[config.mk]
export PLATFORM = sky130hd
export DESIGN_NAME = tdm_slot_demux
export DESIGN_NICKNAME = d
export VERILOG_FILES = /design/src/rtl/tdm_demux_pkg.sv /design/src/rtl/tdm_ctl_reg.sv /design/src/rtl/tdm_slot_ctr.sv /design/src/rtl/tdm_route.sv /design/src/rtl/tdm_slot_demux.sv
export SDC_FILE = /design/constraint.sdc
export NUM_CORES = 1
export LEC_CHECK = 0
export BUFFER_PORTS_ARGS = -buffer_cell sky130_fd_sc_hd__buf_2
export CORE_ASPECT_RATIO = 0.75
export CORE_MARGIN = 2
export CORE_UTILIZATION = 48
export DETAILED_ROUTE_END_ITERATION = 8
export PLACE_DENSITY = 0.75
export SLEW_MARGIN = 20
export SYNTH_ARGS = -nofsm -noshare
export SYNTH_HDL_FRONTEND = slang
export SYNTH_SLANG_ARGS = --single-unit
[constraint.sdc]
create_clock -name clk -period 2.88 [get_ports clk]
set_input_delay 0.144 -clock clk [delete_from_list [all_inputs] [get_ports clk]]
set_output_delay 0.144 -clock clk [all_outputs]
set_load 0.03 [all_outputs]
[src/rtl/tdm_demux_pkg.sv]
package tdm_demux_pkg;
  localparam int CFG_W = 5;

  typedef struct packed {
    logic       clk_sel;   // [4]
    logic       len_now;   // [3]
    logic       len16;     // [2]
    logic [1:0] mono;      // [1]=pair B, [0]=pair A
  } ctl_t;
endpackage

[src/rtl/tdm_ctl_reg.sv]
module tdm_ctl_reg
  import tdm_demux_pkg::*;
(
  input  logic             clk,
  input  logic             rst_n,
  input  logic             pwr_n,
  input  logic             we,
  input  logic [CFG_W-1:0] wdata,
  output ctl_t             ctl_q
);
  ctl_t ctl_d;

  always_comb begin
    ctl_d = ctl_q;
    if (!pwr_n)  ctl_d = '0;
    else if (we) ctl_d = ctl_t'(wdata);
  end

  always_ff @(posedge clk or negedge rst_n) begin
    if (!rst_n) ctl_q <= '0;
    else        ctl_q <= ctl_d;
  end


  pwrdn_clear_chk: assert property (@(posedge clk) disable iff (!rst_n)
    !pwr_n |=> (ctl_q == '0));
endmodule

[src/rtl/tdm_slot_ctr.sv]
module tdm_slot_ctr #(
  parameter int W          = 16,
  parameter int SB         = 5,
  parameter int LAST_OWNED = 5
) (
  input  logic          clk,
  input  logic          rst_n,
  input  logic          fsync,
  input  logic          sdata,
  input  logic          len16,
  input  logic          len_now,
  input  logic          clk_sel_req,
  output logic          word_done,
  output logic [W-1:0]  word,
  output logic [SB-1:0] cur_slot,
  output logic [SB-1:0] slot_q,
  output logic          bclk_sel
);
  localparam int BB = $clog2(W);
  localparam logic [BB-1:0] LAST_BIT = BB'(W - 1);
  localparam logic [SB:0]   FULL_LEN = (SB+1)'(2**SB);
  localparam logic [SB:0]   HALF_LEN = (SB+1)'(2**(SB-1));
  localparam logic [SB-1:0] OWN_END  = SB'(LAST_OWNED);

  logic [BB-1:0] bit_q, bit_d, cur_bit;
  logic [SB-1:0] slot_d;
  logic [W-1:0]  sh_q, sh_d;
  logic          lock_q, lock_d, act;
  logic          eff16_q, eff16_d, use16, wrap, boundary;
  logic          bsel_d;
  logic [SB:0]   len, nxt;

  always_comb begin
    act       = lock_q | fsync;
    cur_bit   = fsync ? '0 : bit_q;
    cur_slot  = fsync ? '0 : slot_q;
    sh_d      = {sh_q[W-2:0], sdata};
    word      = sh_d;
    word_done = act && (cur_bit == LAST_BIT);
    use16     = len_now ? len16 : eff16_q;
    len       = use16 ? HALF_LEN : FULL_LEN;
    nxt       = {1'b0, cur_slot} + 1'b1;
    wrap      = (nxt >= len);
    boundary  = fsync || (word_done && wrap);
    lock_d    = act;
    eff16_d   = boundary ? len16 : eff16_q;
    bit_d     = bit_q;
    slot_d    = slot_q;
    if (act) begin
      if (word_done) begin
        bit_d  = '0;
        slot_d = wrap ? '0 : nxt[SB-1:0];
      end else begin
        bit_d  = cur_bit + 1'b1;
        slot_d = cur_slot;
      end
    end
    bsel_d = (word_done && cur_slot == OWN_END) ? clk_sel_req : bclk_sel;
  end

  always_ff @(posedge clk or negedge rst_n) begin
    if (!rst_n) begin
      bit_q    <= '0;
      slot_q   <= '0;
      sh_q     <= '0;
      lock_q   <= 1'b0;
      eff16_q  <= 1'b0;
      bclk_sel <= 1'b0;
    end else begin
      bit_q    <= bit_d;
      slot_q   <= slot_d;
      sh_q     <= sh_d;
      lock_q   <= lock_d;
      eff16_q  <= eff16_d;
      bclk_sel <= bsel_d;
    end
  end


  bclk_defer_chk: assert property (@(posedge clk) disable iff (!rst_n)
    (bclk_sel != $past(bclk_sel)) |-> $past(word_done && cur_slot == OWN_END));


  slot_step_chk: assert property (@(posedge clk) disable iff (!rst_n)
    (slot_q != $past(slot_q)) |-> $past(word_done || fsync));
endmodule

[src/rtl/tdm_route.sv]
module tdm_route #(
  parameter int W     = 16,
  parameter int SB    = 5,
  parameter int PAIRS = 2,
  parameter int BASE  = 2
) (
  input  logic                    clk,
  input  logic                    rst_n,
  input  logic                    word_done,
  input  logic [W-1:0]            word,
  input  logic [SB-1:0]           slot,
  input  logic [PAIRS-1:0]        mono,
  output logic [PAIRS-1:0][W-1:0] out_l,
  output logic [PAIRS-1:0][W-1:0] out_r,
  output logic [PAIRS-1:0]        vld_l,
  output logic [PAIRS-1:0]        vld_r
);
  for (genvar p = 0; p < PAIRS; p++) begin : g_pair
    localparam logic [SB-1:0] EVEN = SB'(BASE + 2*p);
    localparam logic [SB-1:0] ODD  = SB'(BASE + 2*p + 1);

    logic         hit_e, hit_o, upd_r;
    logic [W-1:0] l_d, r_d;

    always_comb begin
      hit_e = word_done && (slot == EVEN);
      hit_o = word_done && (slot == ODD) && !mono[p];
      upd_r = hit_o || (hit_e && mono[p]);
      l_d   = hit_e ? word : out_l[p];
      r_d   = upd_r ? word : out_r[p];
    end

    always_ff @(posedge clk or negedge rst_n) begin
      if (!rst_n) begin
        out_l[p] <= '0;
        out_r[p] <= '0;
        vld_l[p] <= 1'b0;
        vld_r[p] <= 1'b0;
      end else begin
        out_l[p] <= l_d;
        out_r[p] <= r_d;
        vld_l[p] <= hit_e;
        vld_r[p] <= upd_r;
      end
    end


    strobe_pulse_chk: assert property (@(posedge clk) disable iff (!rst_n)
      (vld_l[p] || vld_r[p]) |=> !(vld_l[p] || vld_r[p]));


    mono_mirror_chk: assert property (@(posedge clk) disable iff (!rst_n)
      ($past(mono[p]) && vld_r[p]) |-> (vld_l[p] && out_r[p] == out_l[p]));
  end
endmodule

[src/rtl/tdm_slot_demux.sv]
module tdm_slot_demux
  import tdm_demux_pkg::*;
#(
  parameter int W          = 16,
  parameter int SB         = 5,
  parameter int PAIRS      = 2,
  parameter int BASE       = 2,
  parameter int LAST_OWNED = 5
) (
  input  logic             clk,
  input  logic             rst_n,
  input  logic             pwr_n,
  input  logic             cfg_we,
  input  logic [CFG_W-1:0] cfg_wdata,
  input  logic             fsync,
  input  logic             sdata,
  output logic [W-1:0]     a_left,
  output logic [W-1:0]     a_right,
  output logic [W-1:0]     b_left,
  output logic [W-1:0]     b_right,
  output logic             a_left_vld,
  output logic             a_right_vld,
  output logic             b_left_vld,
  output logic             b_right_vld,
  output logic             bclk_sel,
  output logic [SB-1:0]    slot_num
);
  logic [1:0] rst_sync;
  logic       rst_i;

  always_ff @(posedge clk or negedge rst_n) begin
    if (!rst_n) rst_sync <= '0;
    else        rst_sync <= {rst_sync[0], 1'b1};
  end
  assign rst_i = rst_sync[1];

  ctl_t                    ctl;
  logic                    word_done;
  logic [W-1:0]            word;
  logic [SB-1:0]           cur_slot;
  logic [PAIRS-1:0][W-1:0] out_l, out_r;
  logic [PAIRS-1:0]        vld_l, vld_r;

  tdm_ctl_reg u_ctl (
    .clk(clk), .rst_n(rst_i), .pwr_n(pwr_n),
    .we(cfg_we), .wdata(cfg_wdata), .ctl_q(ctl)
  );

  tdm_slot_ctr #(.W(W), .SB(SB), .LAST_OWNED(LAST_OWNED)) u_ctr (
    .clk(clk), .rst_n(rst_i), .fsync(fsync), .sdata(sdata),
    .len16(ctl.len16), .len_now(ctl.len_now), .clk_sel_req(ctl.clk_sel),
    .word_done(word_done), .word(word), .cur_slot(cur_slot),
    .slot_q(slot_num), .bclk_sel(bclk_sel)
  );

  tdm_route #(.W(W), .SB(SB), .PAIRS(PAIRS), .BASE(BASE)) u_route (
    .clk(clk), .rst_n(rst_i), .word_done(word_done), .word(word),
    .slot(cur_slot), .mono(ctl.mono[PAIRS-1:0]),
    .out_l(out_l), .out_r(out_r), .vld_l(vld_l), .vld_r(vld_r)
  );

  assign a_left      = out_l[0];
  assign a_right     = out_r[0];
  assign b_left      = out_l[1];
  assign b_right     = out_r[1];
  assign a_left_vld  = vld_l[0];
  assign a_right_vld = vld_r[0];
  assign b_left_vld  = vld_l[1];
  assign b_right_vld = vld_r[1];
endmodule

# After elaboration in Yosys (flattened, before gate mapping)
# Cells that the tools add are included.
totals:
  reg_bits: 102
  inputBits: 11
  output_inout_bits: 74
  wordCells: 53
op_classes:
  n_addsub: 2
  magnitude_cmp: 1
  n_eq_ne: 6
  muxes: 9
  n_bitwise: 1
  n_reduce_logical: 15
op_table:
  columns: ["cell", "n"]
  rows:
  - ["two-way mux 5 bit", 5]
  - ["== test 5 x 2 -> 1 bit, second input constant", 2]
  - ["== test 5 x 3 -> 1 bit, second input constant", 2]
  - ["logical AND 1 bit", 10]
  - ["two-way mux 4 bit", 2]
  - ["adder 5 x 1 -> 6 bit, second input constant", 1]
  - ["greater-or-equal comparator 6 bit", 1]
  - ["two-way mux 6 bit", 1]
  - ["adder 4 x 1 -> 4 bit, second input constant", 1]
  - ["== test 4 bit, second input constant", 1]
  - ["logical OR 1 bit", 3]
  - ["logical NOT 1 bit", 2]
  - ["inequality test 2 x 1 -> 1 bit, second input constant", 1]
  - ["two-way mux 1 bit", 1]
  - ["bitwise OR 1 bit", 1]

# Depth between registers and ports, before layout
# Gate-level depths: netlist of the first run.
logic_depth:
  ltp_word: 6
  mapped_depth: 9
  ltp_nobuf: 8

# Hierarchy
# A second synthesis of the first run with hierarchy kept.
hier_totals:
  hier_cells: 267
  area_unflattened_um2: 4082.7
modules_own_cells:
  columns: ["module", "n_inst", "cells_per_inst", "area_each_um2", "seq_area_each_um2"]
  rows:
  - ["tdm_route", 1, 150, 2656.3, 1701.6]
  - ["tdm_slot_ctr", 1, 98, 1154.9, 675.6]
  - ["tdm_ctl_reg", 1, 16, 217.7, 125.1]
  - ["tdm_slot_demux", 1, 3, 53.8, 50.0]

# Least setup slack after synthesis of the first run
# OpenSTA, ideal clock, no wires.
synth_timing:
  path_kind: "register -> register"
  startpoint: "reg u_ctr.bit_q[0]"
  endpoint: "reg u_route.out_r[10] in the netlist's numbering"
  setup_ns: 0.125
  arrival_ns: 2.303
  t_required_ns: 2.755
  slack_ns: 0.451
  path_stages_with_launch: 9
  n_path_buf: 2
  synth_period_minus_slack_ns: 2.429
  path_cell_list: "dfrtp_1 nor2b_1 ha_1 nand4_4 or4_4 or3_1 buf_6 buf_12 mux2_4"
synth_between:
  elab_chain_len: 6
  word_cells_on_any_way: 8
  classes_between: "eq/ne (1); mux (1); reduce/logical (6)"
synth_lines:
  columns: ["element", "line", "text"]
  rows:
  - ["start: declaration", "tdm_slot_ctr.sv:25", "logic [BB-1:0] bit_q, bit_d, cur_bit;"]
  - ["start signal: assignment", "tdm_slot_ctr.sv:70", "bit_q <= bit_d;"]
  - ["two-way mux 4 bit *", "tdm_slot_ctr.sv:35", "cur_bit = fsync ? '0 : bit_q;"]
  - ["== test 4 bit *", "tdm_slot_ctr.sv:39", "word_done = act && (cur_bit == LAST_BIT);"]
  - ["logical AND 1 bit *", "tdm_slot_ctr.sv:39", null]
  - ["logical AND 1 bit, on equally long branches", "tdm_route.sv:27, tdm_route.sv:26", null]
  - ["logical AND 1 bit, on equally long branches", "tdm_route.sv:27, tdm_route.sv:28", null]
  - ["logical OR 1 bit *", "tdm_route.sv:28", "upd_r = hit_o || (hit_e && mono[p]);"]
  - ["end signal: indexed assignment", "tdm_route.sv:41", "out_r[p] <= r_d;"]
  - ["end: declaration", "tdm_route.sv:14", "output logic [PAIRS-1:0][W-1:0] out_r,"]
# Every way passes the cells marked *; elsewhere a longest branch is shown, timed or not.
# A chain may end at the register's enable or synchronous reset.

# Worst setup path after layout of the first run
layout_timing:
  startpoint: "reg u_ctr.bit_q[0]"
  endpoint: "reg u_route.out_r[13] in the netlist's numbering"
# Same word-level chain as after synthesis.

==> summary.md, run 1 <==
| Metric | Value |
|---|---|
| Die width | 108.8 um |
| Clock slew at reported path FFs | 0.10 ns |
| Clk buf depth | 2 |
| Rel. slew slack | 57.74% |
| Reg-to-Reg Start | u_ctr.bit_q[0] |
| Synth cell types | 35 |
| CP max FO | 17 |
| Clk sinks | 102 |
| Initial antenna violation count | 0 |
| Overall routing resource usage | 18.23% |
| Metal3 WL | 502 um |
| Max Cap Violations | 0 |
| Layout cell share with drive strength beyond 1 | 48.62% |
| Final Cell Area | 4682 um^2 |
| Die ar. | 8981 um^2 |
| Nets | 371 |
| Num rows | 28 |
| Reg2reg setup slack | 0.35 ns |
| Post-CTS setup buffers | 0 |
| Cts-stage hold buffer count | 2 |
| DRC | 0 |
| Number of synthesized flops with an enable pin | 0 |
| Min-Delay Path Class | in2reg |
| First-pass DRT Iterations | 4 |
| Critical path depth in cells | 7 |
| Sequential fraction of the synthesis area | 64.60% |
| Worst path cell trace | nor2b_1, ha_1, nand4_4, or4_4, or3_1, buf_4, mux2_4 |
| Commonest cells in the netlist | dfrtp_1, mux2_2, nand2_1, nor2b_1 |
| CP startpoint | u_ctr.bit_q[0] |
| WP data arrival | 2.77 ns |
| Critical Path Sink | u_route.out_r[13] |
| Crit path buffers/inverters | 1 |
| P_leak | 2.595 nW |
| Clock H-tree levels | 3 |
| Startpoint Class | flop |
| CTS resizes | 0 |
| Slowest cell delay on critical path | 0.45 ns |
| Core box area | 7953 um^2 |
| Crit path time final | 2.527 ns |
| Cells after Synth | 264 |
| Reg2reg end | u_route.out_r[13] |
| Routed vias/inst | 5.094 |
| WL per Instance | 16.32 um |
| DRT antenna net count | 0 |
| WS Path Type | reg2reg |
| Worst IR Drop VDD | 0.3556 mV |
| Die height | 82.58 um |
| Placed Area | 4487 um^2 |
| Worst-margin pin slew | 0.6282 ns |
| Worst path slowest cell | or4_4 |
| CTS root buf | clkbuf_8 |
| Area leader, netlist | dfrtp_1 |
| Vias post-DR | 2,379 |
| Synth top area share | 64.60% |
| Worst Skew | 0.01023 ns |
| Syn_nets | 278 |
| Power per standard cell area | 506.2 nW/um^2 |
| Antenna Diode Count | 0 |
| Async S/R FF share, synth | 100.0% |
| DR WL met2 | 3361 um |
| Largest net degree at the start of global routing | 55 |
| CTS tree | done |
| Metal-1 WL | 3642 um |
| Post-route clock period utilization | 87.74% |
| RSZ-0062 raised after global routing | no |
| CP Capture Type | flop |
| Later-pin clock latency in the skew report | 0.36 ns |
| Vias in the first global route | 2,304 |
| Global route total overflow | 0 |
| Worst endpoint required time | 3.12 ns |
| CTS Buf Count | 9 |
| Outcome | finished clean |
| DP HPWL | 5353 um |
| Fmax achieved | 0.3958 GHz |
| Placer Congestion | 0.9278 |
| Initial core utilization | 49.69% |
| Final Hold Fails | 0 |
| First-pass GRT wire length | 12,150 um |
| Max Used Layer | met4 |
| Cell with the most instances after synthesis | dfrtp_1 |
| Post-Syn Area | 3951 um^2 |
| Total Wirelength | 7621 um |
| Syn Area/Cell | 14.97 um^2 |
| Top post-synthesis cells by area | dfrtp_1, mux2_2, mux2_4 |
| Area Overhead vs Synth | 18.49% |
| Setup Viol. Count Final | 0 |
| Worst reg2reg path depth | 7 |
| Yosys warns | 0 |
| Fill cells | 646 |
| Prevailing post-synth register cell | dfrtp_1 |
| Iter 0 DRT Violations | 96 |
| Setup TNS | 0 ns |
| Ports | 85 |
| Fin. max-slew vios | 0 |
| #FFs+latches synth | 102 |
| IO buf count | 84 |
| Cell family with most CP delay | simple AND/OR/NAND/NOR gates |
## worst min-delay path by stage
stage                       startpoint              to  slack [ns]  depth (start not counted)
after floorplan                  rst_n     rst_sync[0]       -0.15                          0
after global placement           rst_n     rst_sync[0]       -0.07                          1
after detailed placement         rst_n     rst_sync[0]       -0.07                          1
after CTS                 cfg_wdata[2]  u_ctl.ctl_q[2]        0.04                          3
after global routing             pwr_n  u_ctl.ctl_q[4]        0.04                          2
final                     cfg_wdata[2]  u_ctl.ctl_q[2]        0.06                          3
## worst reg2reg max path, cell delays in order, from the launching register on
cell	delay [ns]
dfrtp_1	0.41
nor2b_1	0.17
ha_1	0.29
nand4_4	0.17
or4_4	0.45
or3_1	0.37
buf_4	0.23
mux2_4	0.33
## metal layers
| metal | global-route usage (%) | vias up |
|---|---|---|
| li1 | - | 1111 |
| met1 | 24.75 | 1188 |
| met2 | 27.13 | 69 |
| met3 | 6.986 | 11 |
| met4 | 6.154 | 0 |
| met5 | 0 | - |
## sequential cells by signal, summed over array words and instances, names as in the netlist
register and cells:
u_route.out_l 32, u_ctr.eff16_q 1, u_ctr.bit_q 4, rst_sync 2, u_ctl.ctl_q 5, u_route.vld_r 2, u_route.vld_l 2, u_ctr.slot_q 5
u_ctr.lock_q 1, u_route.out_r 32, u_ctr.bclk_sel 1, u_ctr.sh_q 15
## cell families (layout without fill, tap and decap cells)
| family | count (synthesis) | count (layout) | synth area share [%] |
|---|---|---|---|
| fa+ha+maj | 3 | 3 | 0.9501 |
| mux | 73 | 73 | 21.50 |
| buf+inv | 19 | 117 | 2.818 |
| other cells | 1 | 1 | 0.09491 |
| simple gates | 43 | 43 | 6.333 |
| xor+xnor | 2 | 2 | 0.4434 |
| flops | 102 | 102 | 64.60 |
| compound gates | 21 | 21 | 3.262 |
## where the power goes
part | internal, mW | switching (mW) | total (mW) | leakage (nW)
clock | 0.326 | 0.482 | 0.807 | 0.0821
combinational | 0.0309 | 0.0408 | 0.0718 | 1.14
sequential | 1.45 | 0.0373 | 1.49 | 1.37
total | 1.81 | 0.560 | 2.37 | 2.60
## area by class of cell
class	instances	area [um^2]	share of cell area (%)
inverters	9	33.78	0.7215
multi-input cells	143	1287	27.50
well taps	105	131.4	2.806
clock inverters	5	43.79	0.9353
repair buffers	92	498.0	10.64
flip-flops and latches	102	2556	54.60
clock buffers	11	131.4	2.806
## cells in the final DEF (no fill, tap or decap), types with 2 or more instances in the layout
| cell type | synthesis | routed |
|---|---|---|
| and2_1 | 2 | 2 |
| inv_1 | 9 | 9 |
| o31ai_1 | 2 | 2 |
| clkbuf_8 | 0 | 9 |
| ha_1 | 3 | 3 |
| dlygate4sd3_1 | 0 | 2 |
| nand3_1 | 4 | 4 |
| mux2_2 | 59 | 59 |
| nor2b_1 | 10 | 10 |
| dfrtp_1 | 102 | 101 |
| clkinvlp_4 | 0 | 2 |
| buf_4 | 0 | 5 |
| nand2_1 | 11 | 11 |
| mux2i_1 | 5 | 5 |
| mux2_4 | 9 | 9 |
| xnor2_1 | 2 | 2 |
| a21oi_1 | 7 | 7 |
| or3_1 | 3 | 3 |
| nor3_1 | 3 | 3 |
| o21ai_0 | 6 | 6 |
| nor2_1 | 3 | 3 |
| buf_2 | 1 | 84 |
| clkbuf_1 | 5 | 2 |
## metrics by stage
step	std cells	hold WS, ns	power, mW	utilization, %	setup slack (ns)
2_1_floorplan	264	-0.1516	1.555	-	0.4515
3_3_place_gp	449	-0.06976	1.586	56.42	0.4375
3_5_place_dp	449	-0.06848	1.591	56.42	0.3582
4_1_cts	467	0.03728	2.402	58.87	0.3529
5_1_grt	467	0.04145	2.486	58.87	0.2699
6_report	467	0.06144	2.370	58.87	0.3532
Note: power is estimated with default switching activity, not from simulation.
==> run 2: changes to the inputs <==
- CORE_ASPECT_RATIO: 0.75 -> 0.8
- SKIP_LAST_GASP: not set -> 1
==> summary.md, run 2 (synthesis results as in run 1) <==
| Metric | Value |
|---|---|
| WS Path Type | reg2reg (unchanged) |
| DRC | 0 (unchanged) |
| Nets | 372 (was 371) |
| Setup TNS | 0 ns (unchanged) |
| Hold_ws | 0.06058 ns (was 0.06144 ns) |
| Commonest non-fill, non-tap cell in the layout | dfrtp_1 (unchanged) |
| Ports | 85 (unchanged) |
| Die ar. | 8978 um^2 (was 8981 um^2) |
| DP HPWL | 5049 um (was 5353 um) |
| RSZ-0062 raised after global routing | no (unchanged) |
| WL per Instance | 15.47 um (was 16.32 um) |
| Placer Congestion | 0.7801 (was 0.9278) |
| Fin. max-slew vios | 0 (unchanged) |
| Die height | 85.15 um (was 82.58 um) |
| Antenna Diode Count | 0 (unchanged) |
| Max Cap Violations | 0 (unchanged) |
| Min-Delay Path Class | in2reg (unchanged) |
| Overall routing resource usage | 17.62% (was 18.23%) |
| CP max FO | 17 (unchanged) |
| DRT antenna net count | 0 (unchanged) |
| Global route total overflow | 0 (unchanged) |
| Layout cell share with drive strength beyond 1 | 49.31% (was 48.62%) |
| CTS root buf | clkbuf_8 (unchanged) |
| Util after Layout | 59.09% (was 58.87%) |
| Startpoint Class | flop (unchanged) |
| CTS tree | done (unchanged) |
| Rel. slew slack | 58.62% (was 57.74%) |
| P_leak | 2.605 nW (was 2.595 nW) |
| Core box area | 7946 um^2 (was 7953 um^2) |
| Area Overhead vs Synth | 18.84% (was 18.49%) |
| Clock slew at reported path FFs | 0.10 ns (about the same) |
| Vias post-DR | 2,392 (was 2,379) |
| Total Wirelength | 7285 um (was 7621 um) |
| First-pass DRT Iterations | 4 (unchanged) |
| Worst Skew | 0.01434 ns (was 0.01023 ns) |
| Outcome | finished clean (unchanged) |
| Fill cells | 644 (was 646) |
| Crit path time final | 2.546 ns (was 2.527 ns) |
| Clk sinks | 102 (unchanged) |
| Vias in the first global route | 2,359 (was 2,304) |
| Later-pin clock latency in the skew report | 0.35 ns (was 0.36 ns) |
| Post-route clock period utilization | 88.40% (was 87.74%) |
| Regs by FF count | u_route.out_l (32), u_route.out_r (32), u_ctr.sh_q (15) (unchanged) |
| Final Hold Fails | 0 (unchanged) |
| Worst endpoint required time | 3.12 ns (about the same) |
| Iter 0 DRT Violations | 59 (was 96) |
| Die width | 105.4 um (was 108.8 um) |
| CTS Buf Count | 9 (unchanged) |
| WP data arrival | 2.79 ns (was 2.77 ns) |
| Initial antenna violation count | 0 (unchanged) |
| Most frequent cells in the layout | dfrtp_1, buf_2, mux2_2 (unchanged) |
| Clk buf depth | 2 (unchanged) |
| Power per standard cell area | 506.4 nW/um^2 (was 506.2 nW/um^2) |
| Fmax achieved | 0.3928 GHz (was 0.3958 GHz) |
| IO buf count | 84 (unchanged) |
| Worst IR Drop VDD | 0.3059 mV (was 0.3556 mV) |
| Worst-margin pin slew | 0.6207 ns (was 0.6282 ns) |
| Setup Viol. Count Final | 0 (unchanged) |
| Initial core utilization | 49.72% (was 49.69%) |
| Clock H-tree levels | 3 (unchanged) |
| Largest net degree at the start of global routing | 82 (was 55) |
| Num rows | 29 (was 28) |
| CP Capture Type | flop (unchanged) |
| Routed vias/inst | 5.079 (was 5.094) |
| First-pass GRT wire length | 12,300 um (was 12,150 um) |
-- run 2: worst paths after layout --
| check | from | end | slack [ns] | depth (start not counted) |
|---|---|---|---|---|
| min reg2reg | rst_sync[1] | u_ctr.lock_q | 0.36 | 0 |
| max reg2reg | u_ctr.bit_q[0] | u_route.out_r[13] | 0.33 | 7 |
| max | u_ctr.bit_q[0] | u_route.out_r[13] | 0.33 | 7 |
| min | cfg_wdata[3] | u_ctl.ctl_q[3] | 0.06 | 3 |
| min in group asynchronous | rst_n | rst_sync[1] | 0.09 | 2 |
| max in group asynchronous | rst_sync[1] | u_route.out_r[13] | 1.66 | 2 |
-- run 2: report_power, final --
group	switching [mW]	internal [mW]
combinational	0.0405	0.0328
sequential	0.0364	1.45
clock	0.491	0.324
-- run 2: layout make-up --
class                           instances  area (um^2)  area share (%)
Clock buffer                            9        123.9           2.638
Clock inverter                          7        53.80           1.146
Inverter                                9        33.78          0.7194
Multi-Input combinational cell        143         1287           27.42
Sequential cell                       102         2556           54.44
Tap cell                              108        135.1           2.878
Timing Repair Buffer                   93        505.5           10.76
-- run 2: stage by stage --
stage	total power [mW]	cells	cell area, um^2	setup WS (ns)
3_5_place_dp	1.589	452	4478	0.3472
2_1_floorplan	1.555	264	3953	0.4515
6_report	2.378	471	4696	0.3342
5_1_grt	2.493	471	4696	0.1690
3_3_place_gp	1.583	452	4478	0.4193
4_1_cts	2.404	470	4676	0.3361
-- run 2: timing repair --
item | in CTS | in global routing
hold buffers | 2 | 0
hold endpoints to repair | 3 | 0
gates resized for setup | 0 | 0
setup buffers | 0 | 0
-- run 2: layer usage --
| metal | track usage, % | wire [um] | vias to the layer above |
|---|---|---|---|
| li1 | - | - | 1107 |
| met1 | 25.10 | 3489 | 1190 |
| met2 | 25.57 | 3223 | 84 |
| met3 | 5.760 | 431 | 11 |
| met4 | 6.182 | 141 | 0 |
| met5 | 0 | 0 | - |
-- run 2: worst max-delay path, stage by stage, from the launching register on --
cell	delay (ns)
dfrtp_1	0.43
nor2b_1	0.17
ha_1	0.28
nand4_4	0.18
or4_4	0.45
or3_1	0.37
buf_4	0.23
mux2_4	0.32
==> run 3: changes to the inputs <==
==> constraint.sdc (replaced) <==
create_clock -name clk -period 2.88 [get_ports clk]
set_input_delay 0 -clock clk [delete_from_list [all_inputs] [get_ports clk]]
set_output_delay 0 -clock clk [all_outputs]
set_load 0.03 [all_outputs]
==> summary.md, run 3 (synthesis results as in run 1) <==
| Metric | Value |
|---|---|
| Outcome | finished clean (unchanged) |
| Switching Fraction | 23.81% (was 23.88%) |
| Vias in the first global route | 2,378 (was 2,359) |
| Part of the power in registers | 62.4% (was 62.7%) |
| CTS tree | done (unchanged) |
| Post-route clock period utilization | 88.44% (was 88.40%) |
| Clk sinks | 102 (unchanged) |
| Global route total overflow | 0 (unchanged) |
| P_leak | 2.659 nW (was 2.605 nW) |
| Worst IR Drop VDD | 0.3059 mV (about the same) |
| GR Layer Usage met2 | 26.22% (was 25.57%) |
| Max Cap Violations | 0 (unchanged) |
| Worst Skew | 0.01492 ns (was 0.01434 ns) |
| WS Path Type | reg2reg (unchanged) |
| Pre-CTS setup slack | 0.3472 ns (unchanged) |
| Rel. slew slack | 58.33% (was 58.62%) |
| CTS root buf | clkbuf_8 (unchanged) |
| CTS resizes | 0 (unchanged) |
| DP HPWL | 5049 um (unchanged) |
| Ports | 85 (unchanged) |
| CTS Buf Count | 9 (unchanged) |
| Die height | 85.15 um (unchanged) |
| Clock H-tree levels | 3 (unchanged) |
| Fin. max-slew vios | 0 (unchanged) |
| Final Hold Fails | 0 (unchanged) |
| Logic pwr share | 3.6% (was 3.1%) |
| Initial core utilization | 49.72% (unchanged) |
| Min-Delay Path Class | in2reg (unchanged) |
| Worst-margin pin slew | 0.6250 ns (was 0.6207 ns) |
| Most used routing layer | met2 (unchanged) |
| Placed Cells | 452 (unchanged) |
| Post-CTS setup buffers | 0 (unchanged) |
| Later-pin clock latency in the skew report | 0.35 ns (about the same) |
| Clk buf depth | 2 (unchanged) |
| Crit path time final | 2.547 ns (was 2.546 ns) |
| Cell family with most CP delay | simple AND/OR/NAND/NOR gates (unchanged) |
| Antenna Diode Count | 0 (unchanged) |
| Net Sw Power | 0.5689 mW (was 0.5679 mW) |
| Layout cell share with drive strength beyond 1 | 47.86% (was 49.31%) |
| Worst endpoint required time | 3.12 ns (about the same) |
| Fmax achieved | 0.3926 GHz (was 0.3928 GHz) |
| Regs by FF count | u_route.out_l (32), u_route.out_r (32), u_ctr.sh_q (15) (unchanged) |
| Startpoint Class | flop (unchanged) |
| Routed vias/inst | 5.073 (was 5.079) |
| WP data arrival | 2.79 ns (about the same) |
| Iter 0 DRT Violations | 81 (was 59) |
| Placer Congestion | 0.7801 (unchanged) |
| Post-Layout Cell Count | 482 (was 471) |
| Nets | 383 (was 372) |
| Num rows | 29 (unchanged) |
| Final worst setup slack | 0.3330 ns (was 0.3342 ns) |
| Hold_ws | 0.04813 ns (was 0.06058 ns) |
| Core box area | 7946 um^2 (unchanged) |
| WL per Instance | 15.32 um (was 15.47 um) |
| Clock power share | 34.1% (was 34.2%) |
| Initial antenna violation count | 0 (unchanged) |
| Power per standard cell area | 497.1 nW/um^2 (was 506.4 nW/um^2) |
| First-pass DRT Iterations | 4 (unchanged) |
| Worst path cell trace | nor2b_1, ha_1, nand4_4, or4_4, or3_1, buf_4, mux2_4 (unchanged) |
| Final Cell Area | 4806 um^2 (was 4696 um^2) |
| Crit path buffers/inverters | 1 (unchanged) |
| First-pass GRT wire length | 12,410 um (was 12,300 um) |
| Setup TNS | 0 ns (unchanged) |
| Met3 usage | 5.684% (was 5.760%) |
| Met1 usage | 25.26% (was 25.10%) |
| Setup Viol. Count Final | 0 (unchanged) |
| DRC | 0 (unchanged) |
| CP max FO | 17 (unchanged) |
| CP Capture Type | flop (unchanged) |
| Commonest non-fill, non-tap cell in the layout | dfrtp_1 (unchanged) |
| Overall routing resource usage | 17.81% (was 17.62%) |
| Total Wirelength | 7383 um (was 7285 um) |
| Area Overhead vs Synth | 21.63% (was 18.84%) |
| Reg2reg setup slack | 0.33 ns (about the same) |
| P_int | 1.820 mW (was 1.810 mW) |
| Slowest cell delay on critical path | 0.45 ns (about the same) |
| Clock slew at reported path FFs | 0.10 ns (about the same) |
| DRT antenna net count | 0 (unchanged) |
| Placed Area | 4478 um^2 (unchanged) |
| Die ar. | 8978 um^2 (unchanged) |
| Vias post-DR | 2,445 (was 2,392) |
| Worst path slowest cell | or4_4 (unchanged) |
| Largest net degree at the start of global routing | 82 (unchanged) |
| IO buf count | 84 (unchanged) |
| Most frequent cells in the layout | dfrtp_1, buf_2, mux2_2 (unchanged) |
| RSZ-0062 raised after global routing | no (unchanged) |
| Die width | 105.4 um (unchanged) |
run 3: power groups by stage:
stage          combinational [mW]  clock (mW)  sequential (mW)
2_1_floorplan              0.0371           0             1.52
3_3_place_gp               0.0572           0             1.53
6_report                   0.0852       0.814             1.49
5_1_grt                    0.0958       0.912             1.50
4_1_cts                    0.0742       0.841             1.50
3_5_place_dp               0.0603           0             1.53
run 3: path summary, 6_finish.rpt:
kind / from / endpoint / cells after the start
worst max-delay path: u_ctr.bit_q[0] / u_route.out_r[13] / 7
worst min-delay path: cfg_we / u_ctl.ctl_q[2] / 3
worst max register to register: u_ctr.bit_q[0] / u_route.out_r[13] / 7
worst min register to register: rst_sync[1] / u_ctr.lock_q / 0
max in group asynchronous: rst_sync[1] / u_route.out_r[13] / 2
min in group asynchronous: rst_sync[1] / u_ctr.lock_q / 0
run 3: layout make-up:
class,count,area [um^2]
fill,635,3141
inverter,9,33.78
multi-input combinational,143,1287
clock inverter,7,53.80
timing repair buffer,104,615.6
clock buffer,9,123.9
sequential,102,2556
tap,108,135.1
run 3: worst register-to-register path, delay by kind of cell, from the launching register on:
| family | cells | cell delay (ns) |
|---|---|---|
| multiplexers | 1 | 0.33 |
| buffers and inverters | 1 | 0.23 |
| flip-flops | 1 | 0.43 |
| AND/OR/NAND/NOR | 4 | 1.17 |
| adder cells (fa/ha/maj) | 1 | 0.28 |
run 3: timing repair:
| action | 4_1_cts | 5_1_grt |
|---|---|---|
| hold buffers | 13 | 0 |
| setup endpoints to repair | 0 | 0 |
| hold endpoints to repair | 16 | 0 |
run 3: layer usage:
layer  share of wire [%]  vias to the layer above  wire length, um
li1                    -                     1127                -
met1                  47                     1217             3464
met2                  45                       88             3302
met3                 6.4                       13              469
met4                 2.0                        0              148
met5                   0                        -                0
run 3: stage by stage:
step	util (%)	power (mW)
finish	60.48	2.389
global route	60.48	2.506
CTS	60.23	2.415
detailed placement	56.35	1.589
global placement	56.35	1.583
floorplan	-	1.555
